$ cat src/rtl/lcl_pkg.sv
package lcl_pkg;
    // Fixed geometry of one tile; the address decode depends on these.
    localparam int LATCHES    = 16;  // first-level latches per tile
    localparam int BYTE_W     = 8;   // bits per column latch
    localparam int ROWS       = 16;  // scan rows shared by both halves
    localparam int LINES      = 16;  // horizontal strobe lines in a chain
    localparam int TILE_BITS  = LATCHES * BYTE_W;

    typedef logic [BYTE_W-1:0]     col_byte_t;
    typedef logic [3:0]            lat_sel_t;
    typedef logic [LINES-1:0]      strobe_lines_t;
    typedef logic [3:0]            row_code_t;
    typedef logic [ROWS-1:0]       row_vec_t;
endpackage

$ cat src/rtl/lcl_bus_decode.sv
module lcl_bus_decode
    import lcl_pkg::*;
#(
    parameter int H_MODS  = 2,
    parameter int V_PAIRS = 2
) (
    input  logic                      bus_wr,
    input  logic [8:1]                bus_addr,
    input  logic [2:0]                vlevel_sel,
    output strobe_lines_t             pair_lines [V_PAIRS],
    output lat_sel_t                  lat_sel
);
    logic [3:0] hpos;

    assign hpos    = bus_addr[8:5];
    assign lat_sel = bus_addr[4:1];

    // One strobe line per horizontal position, raised only in the chain
    // belonging to the addressed vertical pair.
    always_comb begin
        for (int p = 0; p < V_PAIRS; p++) begin
            pair_lines[p] = '0;
            if (bus_wr && (int'(vlevel_sel) == p)) begin
                for (int h = 0; h < H_MODS; h++) begin
                    if (int'(hpos) == h) begin
                        pair_lines[p][h] = 1'b1;
                    end
                end
            end
        end
    end
endmodule

$ cat src/rtl/lcl_tile.sv
module lcl_tile
    import lcl_pkg::*;
(
    input  logic                 clk,
    input  logic                 rst,
    input  strobe_lines_t        en_in,
    input  lat_sel_t             lat_sel,
    input  col_byte_t            wr_byte,
    input  logic                 xfer,
    output strobe_lines_t        en_out,
    output logic [TILE_BITS-1:0] disp
);
    col_byte_t            stage1 [LATCHES];
    col_byte_t            stage2 [LATCHES];
    logic [TILE_BITS-1:0] stage1_flat;

    // The next tile sees the lines moved down one place, so its line 0
    // is this tile's line 1.
    assign en_out = {1'b0, en_in[LINES-1:1]};

    always_ff @(posedge clk) begin
        if (rst) begin
            for (int k = 0; k < LATCHES; k++) begin
                stage1[k] <= '0;
                stage2[k] <= '0;
            end
        end else begin
            if (xfer) begin
                for (int k = 0; k < LATCHES; k++) begin
                    stage2[k] <= stage1[k];
                end
            end
            if (en_in[0]) begin
                stage1[lat_sel] <= wr_byte;
            end
        end
    end

    always_comb begin
        for (int k = 0; k < LATCHES; k++) begin
            disp[k*BYTE_W +: BYTE_W]        = stage2[k];
            stage1_flat[k*BYTE_W +: BYTE_W] = stage1[k];
        end
    end

    // visible data holds without a transfer
    a_r3_disp_hold: assert property (@(posedge clk) disable iff (rst)
        !xfer |=> $stable(disp));

    // a transfer shows the hidden contents from before the edge
    a_r4_copy_all: assert property (@(posedge clk) disable iff (rst)
        xfer |=> (disp == $past(stage1_flat)));

    // hidden latches keep their values when this tile is not strobed
    a_r7_hidden_hold: assert property (@(posedge clk) disable iff (rst)
        !en_in[0] |=> $stable(stage1_flat));
endmodule

$ cat src/rtl/lcl_row_drive.sv
module lcl_row_drive
    import lcl_pkg::*;
(
    input  logic      clk,
    input  logic      rst,
    input  logic      xfer,
    input  row_code_t row_code,
    output row_vec_t  row_drive
);
    row_code_t cur_row;

    always_ff @(posedge clk) begin
        if (rst) begin
            cur_row <= '0;
        end else if (xfer) begin
            cur_row <= row_code;
        end
    end

    always_comb begin
        row_drive = '0;
        row_drive[cur_row] = 1'b1;
    end

    // exactly one row line is active
    a_r8_one_row: assert property (@(posedge clk) disable iff (rst)
        $countones(row_drive) == 1);

    // row lines move only on a transfer
    a_r8_row_hold: assert property (@(posedge clk) disable iff (rst)
        !xfer |=> $stable(row_drive));

    // a transfer drives the requested row
    a_r8_row_load: assert property (@(posedge clk) disable iff (rst)
        xfer |=> (row_drive == (row_vec_t'(1) << $past(row_code))));
endmodule

$ cat src/rtl/lcl_led_latch_array.sv
module lcl_led_latch_array
    import lcl_pkg::*;
#(
    parameter int H_MODS  = 2,   // tiles per horizontal chain, at most 16
    parameter int V_PAIRS = 2,   // vertical tile pairs, at most 8
    localparam int V_MODS = 2 * V_PAIRS,
    localparam int TILES  = V_MODS * H_MODS,
    localparam int COL_W  = TILES * TILE_BITS
) (
    input  logic             clk,
    input  logic             rst,
    input  logic             bus_wr,
    input  logic [8:1]       bus_addr,
    input  logic [15:0]      bus_data,
    input  logic [2:0]       vlevel_sel,
    input  logic             xfer_stb,
    input  logic [3:0]       row_code,
    output logic [COL_W-1:0] col_out,
    output logic [15:0]      row_drive
);
    strobe_lines_t pair_lines [V_PAIRS];
    lat_sel_t      lat_sel;
    strobe_lines_t chain [V_MODS][H_MODS+1];

    lcl_bus_decode #(
        .H_MODS  (H_MODS),
        .V_PAIRS (V_PAIRS)
    ) u_decode (
        .bus_wr     (bus_wr),
        .bus_addr   (bus_addr),
        .vlevel_sel (vlevel_sel),
        .pair_lines (pair_lines),
        .lat_sel    (lat_sel)
    );

    for (genvar v = 0; v < V_MODS; v++) begin : g_vert
        col_byte_t lane_byte;

        // Even tile of a pair takes the low byte, odd tile the high byte.
        if ((v % 2) == 0) begin : g_lo
            assign lane_byte = bus_data[7:0];
        end else begin : g_hi
            assign lane_byte = bus_data[15:8];
        end

        assign chain[v][0] = pair_lines[v/2];

        for (genvar h = 0; h < H_MODS; h++) begin : g_horz
            lcl_tile u_tile (
                .clk     (clk),
                .rst     (rst),
                .en_in   (chain[v][h]),
                .lat_sel (lat_sel),
                .wr_byte (lane_byte),
                .xfer    (xfer_stb),
                .en_out  (chain[v][h+1]),
                .disp    (col_out[(v*H_MODS+h)*TILE_BITS +: TILE_BITS])
            );
        end

        // no strobe line is left over once it has passed the last tile
        a_r6_chain_drained: assert property (@(posedge clk) disable iff (rst)
            chain[v][H_MODS] == '0);

        // a write strobes at most one tile in each chain
        a_r2_one_tile: assert property (@(posedge clk) disable iff (rst)
            $onehot0(chain[v][0]));
    end

    lcl_row_drive u_rows (
        .clk       (clk),
        .rst       (rst),
        .xfer      (xfer_stb),
        .row_code  (row_code),
        .row_drive (row_drive)
    );
endmodule

$ cat config.mk
export PLATFORM = sky130hd
export DESIGN_NAME = lcl_led_latch_array
export DESIGN_NICKNAME = d
export VERILOG_FILES = /design/src/rtl/lcl_pkg.sv /design/src/rtl/lcl_bus_decode.sv /design/src/rtl/lcl_tile.sv /design/src/rtl/lcl_row_drive.sv /design/src/rtl/lcl_led_latch_array.sv
export SDC_FILE = /design/constraint.sdc
export NUM_CORES = 2
export LEC_CHECK = 0
export ABC_CLOCK_PERIOD_IN_PS = 20600
export BUFFER_PORTS_ARGS = -buffer_cell sky130_fd_sc_hd__buf_4
export CAP_MARGIN = 20
export CORE_AREA = 2 2 416 418
export CTS_CLUSTER_SIZE = 24
export DETAILED_ROUTE_END_ITERATION = 10
export DIE_AREA = 0 0 418 420
export SLEW_MARGIN = 40
export SYNTH_ARGS = -nofsm -noshare
export SYNTH_HDL_FRONTEND = slang
export SYNTH_SLANG_ARGS = --single-unit
$ cat constraint.sdc
create_clock -name clk -period 20.6 [get_ports clk]
set_input_delay 1.03 -clock clk [delete_from_list [all_inputs] [get_ports clk]]
set_output_delay 1.03 -clock clk [all_outputs]
set_load 0.03 [all_outputs]
=== Word level (Yosys, flattened, before mapping) ===
Memories as Yosys holds them, arrays and structs flattened.
Cells that the tools add are included.

* Input bits: 35
* Register bits: 4
* Memories kept: 16
* Output and inout port bits: 1040
* RAM bits: 2048

{| class="wikitable"
|+ Memory list
! name !! words !! width !! rd ports !! clocked after Yosys merged registers in !! wr ports !! line !! source
|-
| g_vert[0].g_horz[0].u_tile.stage1 || 16 || 8 || 16 || 0 || 16 || lcl_tile.sv:13 || <nowiki>col_byte_t stage1 [LATCHES];</nowiki>
|-
| g_vert[0].g_horz[0].u_tile.stage2 || 16 || 8 || 16 || 0 || 16 || lcl_tile.sv:14 || <nowiki>col_byte_t stage2 [LATCHES];</nowiki>
|-
| g_vert[0].g_horz[1].u_tile.stage1 || 16 || 8 || 16 || 0 || 16 || lcl_tile.sv:13 ||
|-
| g_vert[0].g_horz[1].u_tile.stage2 || 16 || 8 || 16 || 0 || 16 || lcl_tile.sv:14 ||
|-
| g_vert[1].g_horz[0].u_tile.stage1 || 16 || 8 || 16 || 0 || 16 || lcl_tile.sv:13 ||
|-
| g_vert[1].g_horz[0].u_tile.stage2 || 16 || 8 || 16 || 0 || 16 || lcl_tile.sv:14 ||
|-
| 10 more memories || -- || -- || -- || -- || -- || -- ||
|}

* Bitwise gates (word level): 128
* Multiplexer cells: 175
* Reduce and logical (&&, ||, !) cells: 13
* Eq/ne operators: 2
* $lt $le $gt $ge: 2

{| class="wikitable"
|+ Operators with widths
! kind !! number
|-
| $mux W8 || 136
|-
| $or A1 B1 Y1 || 128
|-
| $reduce_or A8 Y1 || 8
|-
| $mux W4 || 8
|-
| $mux W1 || 28
|-
| $lt A4 B5 Y1 const B || 1
|-
| $demux W1 S4 || 1
|-
| $eq A4 B2 Y1 const B || 1
|-
| $ge A4 B1 Y1 const B || 1
|-
| $logic_not A4 Y1 || 1
|-
| $mux W2 || 2
|-
| $eq A3 B2 Y1 const B || 1
|-
| $logic_and A1 B1 Y1 || 3
|-
| $logic_not A3 Y1 || 1
|}

=== Logic depth before layout (Yosys ltp) ===
* Depth in word-level cells: 8
* Mapped depth: 7
* Mapped depth without buffers: 3

=== Modules after synthesis ===
From an unflattened synthesis, not the netlist that was laid out.

* Cells, all modules: 5011
* Area total of the unflattened synthesis: 79354.9 µm²

{| class="wikitable"
|+ By module, submodules not included
! module !! times used !! area an instance (µm²) !! cells an instance
|-
| lcl_tile (g_vert[2].g_horz[0].u_tile ...) || 4 || 9845.7 || 617
|-
| lcl_tile (g_vert[0].g_horz[1].u_tile ...) || 2 || 9855.7 || 617
|-
| lcl_tile (g_vert[0].g_horz[0].u_tile) || 1 || 9859.5 || 617
|-
| lcl_tile (g_vert[1].g_horz[1].u_tile) || 1 || 9849.4 || 617
|-
| lcl_bus_decode || 1 || 309.0 || 40
|-
| lcl_row_drive || 1 || 242.7 || 35
|}

=== Worst setup path after synthesis ===
No wires, ideal clock.

* Kind: input-to-reg
* From: input rst
* To: memory g_vert[0].g_horz[0].u_tile.stage2[0][0] (netlist bit), enable pin
* Required time: 19622 ps
* Arrival time: 14104 ps
* Cell stages on the path: 5
* Library setup time: 978 ps
* Path slack: 5518 ps
* Cells stage by stage: buf_6 -> clkbuf_1 -> clkbuf_1 -> buf_1 -> or2_2

{| class="wikitable"
|+ RTL lines
! item !! line !! source
|-
| start: declaration || lcl_led_latch_array.sv:11 || <nowiki>input logic rst,</nowiki>
|-
| end: declaration || lcl_tile.sv:14 ||
|}

==> tab_implementation.tex <==
\begin{tabular}{lr}
\hline
Metric & Value \\
\hline
\multicolumn{2}{l}{\textbf{Pwr}} \\
Worst IR Drop VDD & roughly 87 uV \\
Portion of total power attributed to sequential cells & 0.530 \\
Switching Power & between 2 and 2.5 mW \\
Power density over the cells & between 100 and 150 mW/mm\^{}2 \\
Internal portion of total power & just over 7 mW \\
Logic gate share of total power & 0.089 \\
Part of the power in the clock network & 0.381 \\
Switching Share & 0.242 \\
Leakage Power & around 35 nW \\
\multicolumn{2}{l}{\textbf{Setup path}} \\
Crit. End Element & register \\
First element of the critical path & rst \\
Arrival time at the worst endpoint & between 5000 and 6000 ps \\
Startpoint kind of the worst setup timing path & input port \\
Classification of the worst setup path & input port to register \\
Startpoint of the lowest-slack register-to-register path & g\_vert[3].g\_horz[1].u\_tile.stage1[10][0]\$\_SDFFCE\_PN0P\_ \\
Required time of the critical path & between 20000 and 25000 ps \\
Worst-path maximum fanout & 84 \\
\multicolumn{2}{l}{\textbf{Synth}} \\
Count of different cell masters after synthesis & 37 \\
Mean area per synthesized cell & 16.2 sq um \\
Main synth FF type & edfxtp\_1 \\
Cell count after synthesis & about 4.7k \\
Total nets after synthesis & 4701 \\
\#FFs+latches synth & slightly above 2k \\
Post-synth EDFFs & 2048 \\
Number of warnings issued by yosys & 0 \\
Async set-or-reset flop fraction in the synthesized netlist & 0 \\
Share of synthesized area occupied by flip-flops and latches & 0.813 \\
Post-Syn Area & 0.0757 sq mm \\
\multicolumn{2}{l}{\textbf{Global routing}} \\
Total routing resource utilization after global routing & 0.259 \\
Met3 capacity usage during global routing & 0.0562 \\
Vias in the first global route & approximately 40k \\
Global-route met2 utilization & 0.435 \\
GR met1 Demand/Resource & 0.323 \\
Maximum number of pins on one net before global-route repair & between 100 and 150 \\
Overflow left after global routing & 0 \\
Wire length of the first global-routing pass & between 300000 and 400000 um \\
Number of antenna violations at the first check in global routing & 10 \\
Busiest layer in global routing & met2 \\
\multicolumn{2}{l}{\textbf{Final layout}} \\
Non-filler instance count after layout & 8069 \\
Proportion of layout cells with a drive suffix above 1 & 0.263 \\
Leading cell type in the layout, fill and taps excluded & edfxtp\_1 \\
Top library cells by usage in the layout, fill and taps aside & edfxtp\_1, buf\_4, nor2\_1 \\
Area growth syn-to-layout & 22.0\% \\
Final \#Nets & between 5k and 6k \\
Final core utilization & 0.540 \\
Filler cell count & roughly 14k \\
\multicolumn{2}{l}{\textbf{Timing}} \\
Final max-slew violation count & 0 \\
Hold violation count in the final report & 0 \\
TNS Setup & 0 ps \\
Relative slew margins & 0.410 \\
Share of the cycle needed by the critical path after routing & 0.243 \\
Setup repair after global routing missed its margin & no \\
Worst clock skew & 19.9 ps \\
Achievable clock frequency & between 150 and 200 MHz \\
Total setup violations reported at the end of the flow & 0 \\
Transition time of the tightest slew-check pin & slightly below 900 ps \\
Post-route minimum period & around 5000 ps \\
\multicolumn{2}{l}{\textbf{Placed design}} \\
Final weighted congestion in routability-driven placement & 0.837 \\
Sum of net half-perimeters after detailed placement & 148000 um \\
PortBufs & 1074 \\
Count of placed standard cells including taps & approximately 7.7k \\
\multicolumn{2}{l}{\textbf{Detailed routing}} \\
Avg WL per Cell & 28.9 um \\
Vias per cell & 5.24 \\
Wirelength, routed & approximately 230000 um \\
Violation count after the first detailed-routing iteration & $\sim$4.5k \\
Number of remaining DRC errors & 0 \\
Router iterations before antenna repair & 5 \\
Antenna Violating Nets Remaining & 0 \\
Total number of vias & around 42k \\
\multicolumn{2}{l}{\textbf{Die}} \\
Num rows & $\sim$150 \\
Core footprint & between 0.15 and 0.2 sq mm \\
Top-level I/O count & 1075 \\
Chip Height & about 420 um \\
Starting density of the core & 0.443 \\
Horizontal die dimension & 418 um \\
Die outline area & roughly 0.18 sq mm \\
\multicolumn{2}{l}{\textbf{Min path}} \\
Critical hold path startpoint & row\_code[1] \\
Hold/Removal Path Class & input port to register \\
\multicolumn{2}{l}{\textbf{CTS}} \\
Number of clock buffers inserted by TritonCTS & around 200 \\
Post-CTS repair timing setup buffer count & 0 \\
CTS tree & yes \\
Maximum clock path buffer count & 3 \\
Clock transition at path regs & roughly 60 ps \\
Post-cts resize count & 0 \\
Level count of the clock H-tree & 4 \\
Cts hold-fix bufs & 0 \\
Source-to-sink clock delay at the later pin of the worst-skew pair & 840 ps \\
Clock tree root driver cell & clkbuf\_16 \\
TritonCTS sink count & just over 2k \\
\multicolumn{2}{l}{\textbf{Outcome}} \\
Run status & finished clean \\
\multicolumn{2}{l}{\textbf{Job}} \\
Number of max-capacitance violations reported & 0 \\
\hline
\end{tabular}
==> layout make-up <==
type	instances	area, sq um	share of cell area
antenna	5	12.5	0.000135
clock buffer	258	5350	0.0579
clock inverter	121	1030	0.0111
inverter	1	6.26	0.0000677
multi-input combinational	2245	12800	0.138
sequential	2052	61600	0.667
tap	2233	2790	0.0302
timing repair buffer	1154	8840	0.0957
==> power groups by stage <==
stage	Clock, mW	Combinational, mW	Sequential (mW)
after floorplan	0	0.167	5.36
after global placement	0	0.832	5.08
after detailed placement	0	0.841	5.08
after CTS	3.63	0.841	4.99
after global routing	3.80	0.868	5.00
final	3.59	0.833	4.99
==> cells by family (layout without fill, tap and decap cells) <==
| family | Yosys count | in the layout | synth area share |
|---|---|---|---|
| DFF | 2052 | 2052 | 0.813 |
| buffers and inverters | 369 | 1534 | 0.0215 |
| and+or+nand+nor | 2177 | 2177 | 0.158 |
| muxes | 4 | 4 | 0.000529 |
| AOI/OAI and AO/OA | 64 | 64 | 0.00667 |
| other | 0 | 5 | 0 |
==> per-layer routing <==
layer / up-vias / part of all wire / wire length, um
met5: - / 0 / 0
met4: 0 / 0.047 / 11000
met3: 385 / 0.074 / 17200
met2: 1839 / 0.50 / 117000
met1: 21600 / 0.38 / 87800
li1: 18400 / - / -
==> worst max-delay path, cell delays in order <==
cell	delay, ps
buf_8	410
or2_4	430
buf_12	290
buf_6	490
buf_6	590
buf_4	710
buf_4	550
buf_6	700
==> Yosys cell counts, drive strengths merged, types with 8 or more instances <==
master     n  area (sq um)
clkbuf   262           997
a21o      41           308
and2     646          4040
nand3     31           370
and3     290          1810
edfxtp  2048         61500
nand2     36           135
nor3       8          50.1
buf      106           627
a31o      20           175
nor2b    385          2410
nor2     752          2820
==> final timing paths <==
path                                                                               end  slack (ps)  depth (start not counted)
worst max-delay path            g_vert[0].g_horz[0].u_tile.stage2[0][16]$_SDFFCE_PN0P_       15590                          8
worst min-delay path                                    u_rows.cur_row[1]$_SDFFE_PP0P_         440                          3
worst max register to register  g_vert[3].g_horz[1].u_tile.stage2[1][16]$_SDFFCE_PP0P_       19550                          1
worst min register to register  g_vert[2].g_horz[0].u_tile.stage2[0][17]$_SDFFCE_PN0P_         500                          1
==> stage by stage <==
| stage | cell area, sq um | hold slack (ps) | power, mW | worst slack [ps] |
|---|---|---|---|---|
| floorplan | 75700 | 497 | 5.52 | 5520 |
| global placement | 85600 | 499 | 5.91 | 13810 |
| detailed placement | 85900 | 501 | 5.92 | 14230 |
| global route | 92400 | 412 | 9.67 | 15230 |
| finish | 92400 | 436 | 9.41 | 15590 |
| CTS | 92300 | 376 | 9.46 | 15100 |
==> state kept, by name (all words and copies together), names as in the netlist <==
signal	flops
g_vert.g_horz.u_tile.stage2	1024
g_vert.g_horz.u_tile.stage1	1024
u_rows.cur_row	4
Power figures use the tool's default switching activity.
